--- src/rtl/cfp_mul_pkg.sv ---
package cfp_mul_pkg;
  typedef enum logic [1:0] {
    CLS_ZERO = 2'b00,
    CLS_NORM = 2'b01,
    CLS_INF  = 2'b10,
    CLS_NAN  = 2'b11
  } fp_cls_e;

  function automatic int out_frac_w(input int frac_w, input bit extended);
    return extended ? (2 * frac_w + 1) : (frac_w + 1);
  endfunction
endpackage

--- src/rtl/cfp_sig_mul.sv ---
module cfp_sig_mul #(
  parameter int FRAC_W = 3,
  localparam int PW    = 2 * FRAC_W + 2,
  localparam int NFW   = 2 * FRAC_W + 1
) (
  input  logic [FRAC_W-1:0] fa_i,
  input  logic [FRAC_W-1:0] fb_i,
  output logic [NFW-1:0]    nfrac_o,
  output logic              bump_o
);
  logic [PW-1:0] prod;

  always_comb begin
    prod    = {{(FRAC_W+1){1'b0}}, 1'b1, fa_i} * {{(FRAC_W+1){1'b0}}, 1'b1, fb_i};
    bump_o  = prod[PW-1];
    nfrac_o = bump_o ? prod[NFW-1:0] : {prod[NFW-2:0], 1'b0};
  end
endmodule

--- src/rtl/cfp_round.sv ---
module cfp_round #(
  parameter int IN_W     = 7,
  parameter int OUT_W    = 4,
  parameter bit TRUNCATE = 1'b0
) (
  input  logic [IN_W-1:0]  frac_i,
  output logic [OUT_W-1:0] frac_o,
  output logic             carry_o
);
  localparam int DW = IN_W - OUT_W;

  generate
    if (DW <= 0) begin : g_exact
      assign frac_o  = frac_i[IN_W-1 -: OUT_W];
      assign carry_o = 1'b0;
    end else if (TRUNCATE) begin : g_trunc
      logic [DW-1:0] unused_bits;
      assign unused_bits = frac_i[DW-1:0];
      assign frac_o  = frac_i[IN_W-1 -: OUT_W];
      assign carry_o = 1'b0;
    end else begin : g_rne
      logic [OUT_W-1:0] keep;
      logic             guard;
      logic             sticky;
      logic             inc;
      assign keep  = frac_i[IN_W-1 -: OUT_W];
      assign guard = frac_i[DW-1];
      if (DW > 1) begin : g_sticky
        assign sticky = |frac_i[DW-2:0];
      end else begin : g_nosticky
        assign sticky = 1'b0;
      end
      assign inc = guard & (sticky | keep[0]);
      assign {carry_o, frac_o} = {1'b0, keep} + {{OUT_W{1'b0}}, inc};
    end
  endgenerate
endmodule

--- src/rtl/cfp_exp_adj.sv ---
module cfp_exp_adj #(
  parameter int EXP_W = 5,
  localparam int XW   = EXP_W + 2,
  localparam int BIAS = (1 << (EXP_W - 1)) - 1,
  localparam int EMAX = (1 << EXP_W) - 1
) (
  input  logic [EXP_W-1:0] ea_i,
  input  logic [EXP_W-1:0] eb_i,
  input  logic             bump_i,
  input  logic             carry_i,
  output logic [EXP_W-1:0] exp_o,
  output logic             ovf_o,
  output logic             unf_o
);
  logic [XW-1:0] sum;
  logic [XW-1:0] adj;

  always_comb begin
    sum   = {2'b00, ea_i} + {2'b00, eb_i}
          + {{(XW-1){1'b0}}, bump_i} + {{(XW-1){1'b0}}, carry_i};
    unf_o = sum < XW'(BIAS);
    ovf_o = sum > XW'(BIAS + EMAX);
    adj   = sum - XW'(BIAS);
    exp_o = adj[EXP_W-1:0];
  end
endmodule

--- src/rtl/cfp_mul.sv ---
module cfp_mul
  import cfp_mul_pkg::*;
#(
  parameter int EXP_W    = 5,
  parameter int FRAC_W   = 3,
  parameter bit EXTENDED = 1'b0,
  parameter bit TRUNCATE = 1'b0,
  localparam int IN_W    = 3 + EXP_W + FRAC_W,
  localparam int OUT_FW  = EXTENDED ? (2 * FRAC_W + 1) : (FRAC_W + 1),
  localparam int OUT_W   = 3 + EXP_W + OUT_FW,
  localparam int NFW     = 2 * FRAC_W + 1
) (
  input  logic [IN_W-1:0]  opa_i,
  input  logic [IN_W-1:0]  opb_i,
  output logic [OUT_W-1:0] prod_o
);
  fp_cls_e           cls_a, cls_b, cls_o;
  logic              sgn_a, sgn_b, sgn_o;
  logic [EXP_W-1:0]  exp_a, exp_b, exp_n, exp_o;
  logic [FRAC_W-1:0] frc_a, frc_b;
  logic [NFW-1:0]    nfrac;
  logic [OUT_FW-1:0] rfrac, frc_o;
  logic              bump, carry, ovf, unf;

  assign cls_a = fp_cls_e'(opa_i[IN_W-1 -: 2]);
  assign cls_b = fp_cls_e'(opb_i[IN_W-1 -: 2]);
  assign sgn_a = opa_i[EXP_W+FRAC_W];
  assign sgn_b = opb_i[EXP_W+FRAC_W];
  assign exp_a = opa_i[FRAC_W +: EXP_W];
  assign exp_b = opb_i[FRAC_W +: EXP_W];
  assign frc_a = opa_i[FRAC_W-1:0];
  assign frc_b = opb_i[FRAC_W-1:0];

  cfp_sig_mul #(.FRAC_W(FRAC_W)) sig_i (
    .fa_i(frc_a), .fb_i(frc_b), .nfrac_o(nfrac), .bump_o(bump)
  );

  cfp_round #(.IN_W(NFW), .OUT_W(OUT_FW), .TRUNCATE(TRUNCATE)) rnd_i (
    .frac_i(nfrac), .frac_o(rfrac), .carry_o(carry)
  );

  cfp_exp_adj #(.EXP_W(EXP_W)) exp_i (
    .ea_i(exp_a), .eb_i(exp_b), .bump_i(bump), .carry_i(carry),
    .exp_o(exp_n), .ovf_o(ovf), .unf_o(unf)
  );

  always_comb begin
    sgn_o = sgn_a ^ sgn_b;
    exp_o = '0;
    frc_o = '0;
    if ((cls_a == CLS_NAN) || (cls_b == CLS_NAN) ||
        ((cls_a == CLS_ZERO) && (cls_b == CLS_INF)) ||
        ((cls_a == CLS_INF) && (cls_b == CLS_ZERO))) begin
      cls_o = CLS_NAN;
      sgn_o = 1'b0;
    end else if ((cls_a == CLS_INF) || (cls_b == CLS_INF)) begin
      cls_o = CLS_INF;
    end else if ((cls_a == CLS_ZERO) || (cls_b == CLS_ZERO)) begin
      cls_o = CLS_ZERO;
    end else if (ovf) begin
      cls_o = CLS_INF;
    end else if (unf) begin
      cls_o = CLS_ZERO;
    end else begin
      cls_o = CLS_NORM;
      exp_o = exp_n;
      frc_o = rfrac;
    end
  end

  assign prod_o = {cls_o, sgn_o, exp_o, frc_o};
endmodule

--- config.mk ---
export PLATFORM = sky130hd
export DESIGN_NAME = cfp_mul
export DESIGN_NICKNAME = d
export VERILOG_FILES = /design/src/rtl/cfp_mul_pkg.sv /design/src/rtl/cfp_sig_mul.sv /design/src/rtl/cfp_round.sv /design/src/rtl/cfp_exp_adj.sv /design/src/rtl/cfp_mul.sv
export SDC_FILE = /design/constraint.sdc
export NUM_CORES = 1
export LEC_CHECK = 0
export BUFFER_PORTS_ARGS = -buffer_cell sky130_fd_sc_hd__buf_4
export CORE_MARGIN = 3
export CORE_UTILIZATION = 51
export DETAILED_ROUTE_END_ITERATION = 12
export PLACE_DENSITY = 0.82
export RECOVER_POWER = 100
export REMOVE_ABC_BUFFERS = 1
export SYNTH_ARGS = -nofsm -noshare
export SYNTH_HDL_FRONTEND = slang
export SYNTH_SLANG_ARGS = --single-unit
--- constraint.sdc ---
create_clock -name vclk -period 7.8
set_input_delay 1.56 -clock vclk [all_inputs]
set_output_delay 1.56 -clock vclk [all_outputs]
set_load 0.02 [all_outputs]
==> impl_results.md, run 1 <==
* Hold Crit Class: input port to output port
* CP max-delay cell: fa_1
* Sequential cell count at 0
* Gr ovfl total at 0
* Die H at 56.0 um
* FF/Latch Area at 0 sq um
* Critical Path Fanout Max at 5
* Router iterations before antenna repair at 4
* Tot GR Track Use at 32.5%
* Top cells by area, synth: ha_1 (20%), fa_1 (11%), nor2_1 (6.8%), and2_1 (4.4%), nand2_1 (4.4%)
* Worst EP required at 6.24 ns
* Final setup vio count at 11
* Ports at 34
* Count leader, synth: nor2_1
* Die area at 0.00313 sq mm
* Comb pwr share at 100.0%
* CLK BUF at 0
* RSZ-0062 raised after global routing: yes
* Hold Fails Final Rpt at 0
* Worst-path cell chain: buf_6 -> and2_4 -> fa_1 -> fa_1 -> ha_4 -> a211oi_4 -> o21bai_2 -> a21oi_2 -> xnor2_2 -> mux2_2 -> ha_2 -> nand3_2 -> fa_2 -> buf_4 -> ha_4 -> nor2b_4 -> a21oi_2 -> nor3_2 -> o22ai_2 -> a31oi_4 -> nor2_1 -> buf_4
* Worst path bufs/invs at 3
* Setup crit end kind: output port
* P&R area growth vs syn at 60.6%
* Leak at 0.000995 uW
* WS Path Type: input port to output port
* Min cycle time layout at 8.13 ns
* DR vias at 1678
* Antenna Nets Post-Route at 0
* Mapped Avg Cell Area at 7.41 sq um
* First-pass GRT wire length at 8350 um
* Post-Route WL at 5140 um
* PnR worst setup slack at -0.331 ns
* Initial Utilization at 55.4%
* Placeable Area at 0.00230 sq mm
* Placed Cells at 265
* Drt initial violations at 161
* Critical path depth at 22
* Multi-input logic area at 0.00140 sq mm
* Routed len/inst at 18.8 um
* Sw Share at 52.5%
* Yosys top cell by area: ha_1
* DP Worst Slack at -0.644 ns
* Slew margin rel. at 56.7%
* DPL Wire Length at 3290 um
* Clk network pwr share at 0%
* Unique masters post-synth at 43
* Min Hold Slack at 3.47 ns
* Part of the power in registers at 0%
* Antenna diodes at 0
* Worst Setup Start Kind: input port
* Core Util, Final at 89.1%
* Status: finished with violations
* Port Buffers at 34
* FP Rows at 17
* Start point of the critical path: opb_i[2]
* Pin count of the biggest net entering global routing at 11
* Mapped Cells at 172
* Fill cells at 112
* Layout Cells excl Fill at 273
* DRC viols at 0
* Hold buffers post-CTS at 0
* Die span in x at 56.0 um
* CP arrival at 6.57 ns
* Vias in the first global route at 1780
* Setup TNS at -2.90 ns
* Sequential share of the synthesized area at 0%
* Fin crit share at 104%
* Critical path's top delay family: adder cells
* Critical path endpoint: prod_o[7]
* Post-synth top cells: nor2_1 (23), ha_1 (20), nand2_1 (15)
* Pins Over Slew Limit at 0
* Max incr delay on CP at 0.60 ns
* Initial antenna violation count at 0
* P_int at 150 uW
* Failing checks: negative setup slack
* Layout Nets at 296
* Cell area after synthesis at 0.00127 sq mm
* Worst vdd ir at 0.107 mV
* Maxcap violations at 0
* Final Wtd Congestion at 0.958
* Synth Warn # at 0
* FMAX at 123 MHz
* Worst Max-Slew Pin Slew at 0.645 ns
* Via density at 6.15
* Layout cells sized above 1 at 46.1%
* Pwr/cell area at 154 mW/mm^2
* Post-synth top area share at 19.6%
* Reported net switching power at 165 uW
power groups by stage:
stage          clock (uW)  sequential, uW  combinational, uW
2_1_floorplan           0               0                143
3_5_place_dp            0               0                239
3_3_place_gp            0               0                224
5_1_grt                 0               0                337
4_1_cts                 0               0                282
6_report                0               0                315
final cells by class:
class / count / share of cell area (%)
inverters: 10 / 1.83
well taps: 28 / 1.71
multi-input cells: 160 / 68.6
repair buffers: 75 / 27.9
worst min-delay path by stage:
stage | startpoint | cells after the start | endpoint
4_1_cts | opb_i[10] | 4 | prod_o[11]
5_1_grt | opb_i[10] | 4 | prod_o[11]
2_1_floorplan | opa_i[9] | 2 | prod_o[11]
3_3_place_gp | opb_i[10] | 4 | prod_o[11]
3_5_place_dp | opb_i[10] | 4 | prod_o[11]
6_report | opb_i[10] | 4 | prod_o[11]
through the flow:
stage	total power [uW]	instance area (sq um)
finish	315	2050
global route	337	2050
CTS	282	2000
detailed placement	239	1800
global placement	224	1800
floorplan	143	1260
routing by layer:
layer | GRT usage [%] | share of wire [%] | wire length [um] | vias to the layer above
met5 | 0 | 0 | 0 | -
met4 | 13.2 | 4.3 | 223 | 0
met3 | 1.86 | 7.4 | 379 | 24
met2 | 57.6 | 49 | 2530 | 95
met1 | 40.4 | 39 | 2010 | 800
li1 | - | - | - | 759
placed cells by master, fill, tap and decap left out, types with 3 or more instances in the layout:
cell type,synthesis,final
a21oi_1,10,7
a21oi_2,1,4
and2_1,9,7
and3_1,3,3
buf_4,1,71
buf_6,0,3
fa_1,7,4
fa_2,0,3
ha_1,20,16
ha_4,0,3
inv_1,10,9
mux2i_1,3,3
nand2_1,15,14
nor2_1,23,21
nor2b_1,4,3
nor3_1,4,3
nor3b_1,4,4
o21ai_0,10,6
o21ai_1,0,3
or3_1,3,3
xnor2_1,4,3
xor2_1,6,6
logic make-up after synthesis:
| group | Yosys count | synth area share (%) |
|---|---|---|
| xor gates and xnor gates | 11 | 8.15 |
| AOI/OAI and AO/OA | 39 | 21.2 |
| and+or+nand+nor | 77 | 31.6 |
| adders and majority gates | 27 | 30.6 |
| muxes | 5 | 4.13 |
| buffers and inverters | 13 | 4.22 |
repair_timing:
action,in CTS,in global routing
pin swaps,33,15
gates resized for setup,37,7
setup buffers,5,2
endpoints found under the setup margin,11,11
gates cloned,1,0
Note: power is estimated with default switching activity, not from simulation.
==> run 2, diff against run 1 <==
--- a/config.mk
+++ b/config.mk
@@ -7,9 +7,9 @@
 export LEC_CHECK = 0
 export BUFFER_PORTS_ARGS = -buffer_cell sky130_fd_sc_hd__buf_4
 export CORE_MARGIN = 3
-export CORE_UTILIZATION = 51
+export CORE_UTILIZATION = 30
 export DETAILED_ROUTE_END_ITERATION = 12
-export PLACE_DENSITY = 0.82
+export PLACE_DENSITY = 0.53
 export RECOVER_POWER = 100
 export REMOVE_ABC_BUFFERS = 1
 export SYNTH_ARGS = -nofsm -noshare
==> run 2 against run 1 <==
The run still ends with negative setup slack left. Global-route usage is 19 points lower. Count of clock-buffer cells in the layout stayed put. Critical path depth is 1 lower. Via count is 17% lower. Wire length is 34% lower. Worst hold slack worse by 0.026 ns. First-iteration DRC count is 72% lower. Flip-flop and latch count stayed put. Final area is 0.43% lower. Utilization is 39 points lower. Total power is 12% lower. Non-clock buffer count stayed put. Critical path type unchanged. Critical endpoint is now prod_o[3]. Highest routed layer is now met3.
==> impl_results.md, run 2 (same netlist as run 1, synthesis figures left out) <==
* Worst Max-Slew Pin Slew at 0.758 ns
* Router iterations before antenna repair at 5
* Commonest non-fill, non-tap cell in the layout: buf_4
* Antenna Nets Post-Route at 0
* Pins Over Slew Limit at 0
* P&R area growth vs syn at 59.9%
* Die H at 71.2 um
* Hold Crit Class: input port to output port
* Status: finished with violations
* Routed len/inst at 11.5 um
* Hold EP: prod_o[11]
* First-pass GRT wire length at 5800 um
* Final instance area at 0.00204 sq mm
* Worst vdd ir at 0.0443 mV
* Antenna diodes at 0
* Maxcap violations at 0
* PnR worst setup slack at -0.000837 ns
* DP Area at 0.00185 sq mm
* CLK BUF at 0
* Placed Cells at 289
* Die span in x at 71.2 um
* Setup crit end kind: output port
* Hold Fails Final Rpt at 0
* Hold Crit Depth at 4
* Layout Cells excl Fill at 295
* Max incr delay on CP at 0.51 ns
* Most frequent CP cell: fa_1
* Placeable Area at 0.00406 sq mm
* RSZ-0062 raised after global routing: yes
* Core Util, Final at 50.2%
* Worst Setup Start Kind: input port
* Failing checks: negative setup slack
* DPL Wire Length at 2680 um
* Critical Path Fanout Max at 4
* Leak at 0.000968 uW
* Min cycle time layout at 7.80 ns
* Post-Route WL at 3380 um
* Pin count of the biggest net entering global routing at 11
* Initial antenna violation count at 0
* Final setup vio count at 1
* Fin crit share at 100%
* Drt initial violations at 45
* CP arrival at 6.24 ns
* Hold buffers post-CTS at 0
* Gr ovfl total at 0
* Initial Utilization at 31.4%
* Worst EP required at 6.24 ns
* Hold Startpoint: opb_i[10]
* DRC viols at 0
* FP Rows at 23
* Layout Nets at 296
* Final Wtd Congestion at 0.864
* Fill cells at 421
* Via density at 4.75
* Tot GR Track Use at 13.1%
* FF/Latch Area at 0 sq um
* DR vias at 1401
* Die area at 0.00506 sq mm
* Worst-path cell chain: buf_6 -> and2_4 -> fa_1 -> fa_1 -> ha_1 -> a211oi_2 -> o21bai_1 -> a21oi_2 -> xnor2_2 -> mux2_2 -> ha_2 -> nand3_2 -> fa_2 -> inv_1 -> nand2_2 -> o21ai_0 -> a311oi_2 -> and4bb_4 -> a31oi_2 -> a31oi_1 -> buf_4
* Sequential cell count at 0
* Vias in the first global route at 1330
* WS Path Type: input port to output port
* Layout cells sized above 1 at 45.7%
* Ports at 34
* CP max-delay cell: fa_1
* FMAX at 128 MHz
* Most frequent cells in the layout: buf_4 (70), nor2_1 (22), ha_1 (16)
* Power Total at 279 uW
* Slew margin rel. at 49.1%
* Port Buffers at 34
* Pwr/cell area at 137 mW/mm^2
-- run 2: critical path, delay by kind of cell --
family	cells	cell delay (ns)
AND/OR/NAND/NOR	4	0.71
multiplexers	1	0.37
AO/OA/AOI/OAI	7	1.13
buffers and inverters	3	0.36
XOR/XNOR	1	0.17
adder cells (fa/ha/maj)	5	1.92
-- run 2: worst max-delay path by stage --
stage / startpoint / endpoint / depth (start not counted)
finish: opb_i[2] / prod_o[3] / 21
detailed placement: opb_i[2] / prod_o[6] / 24
CTS: opb_i[2] / prod_o[6] / 23
global route: opb_i[2] / prod_o[6] / 23
floorplan: opb_i[2] / prod_o[3] / 21
global placement: opb_i[2] / prod_o[6] / 23
-- run 2: timing repair --
item                                   4_1_cts  5_1_grt
setup buffers                                4        2
pin swaps                                   21        6
gates cloned                                 1        0
endpoints found under the hold margin        0        0
resized for setup                           20       16
setup endpoints to repair                   11       11
-- run 2: area by class of cell --
type | instances | area [sq um] | share of cell area, %
inverters | 10 | 37.5 | 1.84
multi-input cells | 160 | 1360 | 66.9
well taps | 50 | 62.6 | 3.07
repair buffers | 75 | 574 | 28.2
-- run 2: routing by layer --
| layer | vias up | routed length, um | global-route usage (%) |
|---|---|---|---|
| li1 | 755 | - | - |
| met1 | 616 | 1740 | 20.1 |
| met2 | 30 | 1480 | 21.3 |
| met3 | 0 | 161 | 0.852 |
| met4 | 0 | 0 | 0.418 |
| met5 | - | 0 | 0 |
-- run 2: per-stage QoR --
| step | setup TNS [ns] | hold slack (ns) | worst slack (ns) |
|---|---|---|---|
| after floorplan | -2.49 | 3.31 | -0.257 |
| after global routing | -2.50 | 3.48 | -0.269 |
| after CTS | 0 | 3.46 | 0.00309 |
| after global placement | -3.53 | 3.46 | -0.363 |
| after detailed placement | -4.59 | 3.45 | -0.466 |
| final | -0.000837 | 3.44 | -0.000837 |
-- run 2: power breakdown --
| part | switching [uW] | internal (uW) |
|---|---|---|
| Sequential | 0 | 0 |
| Combinational | 135 | 144 |
| Clock | 0 | 0 |
| Total | 135 | 144 |
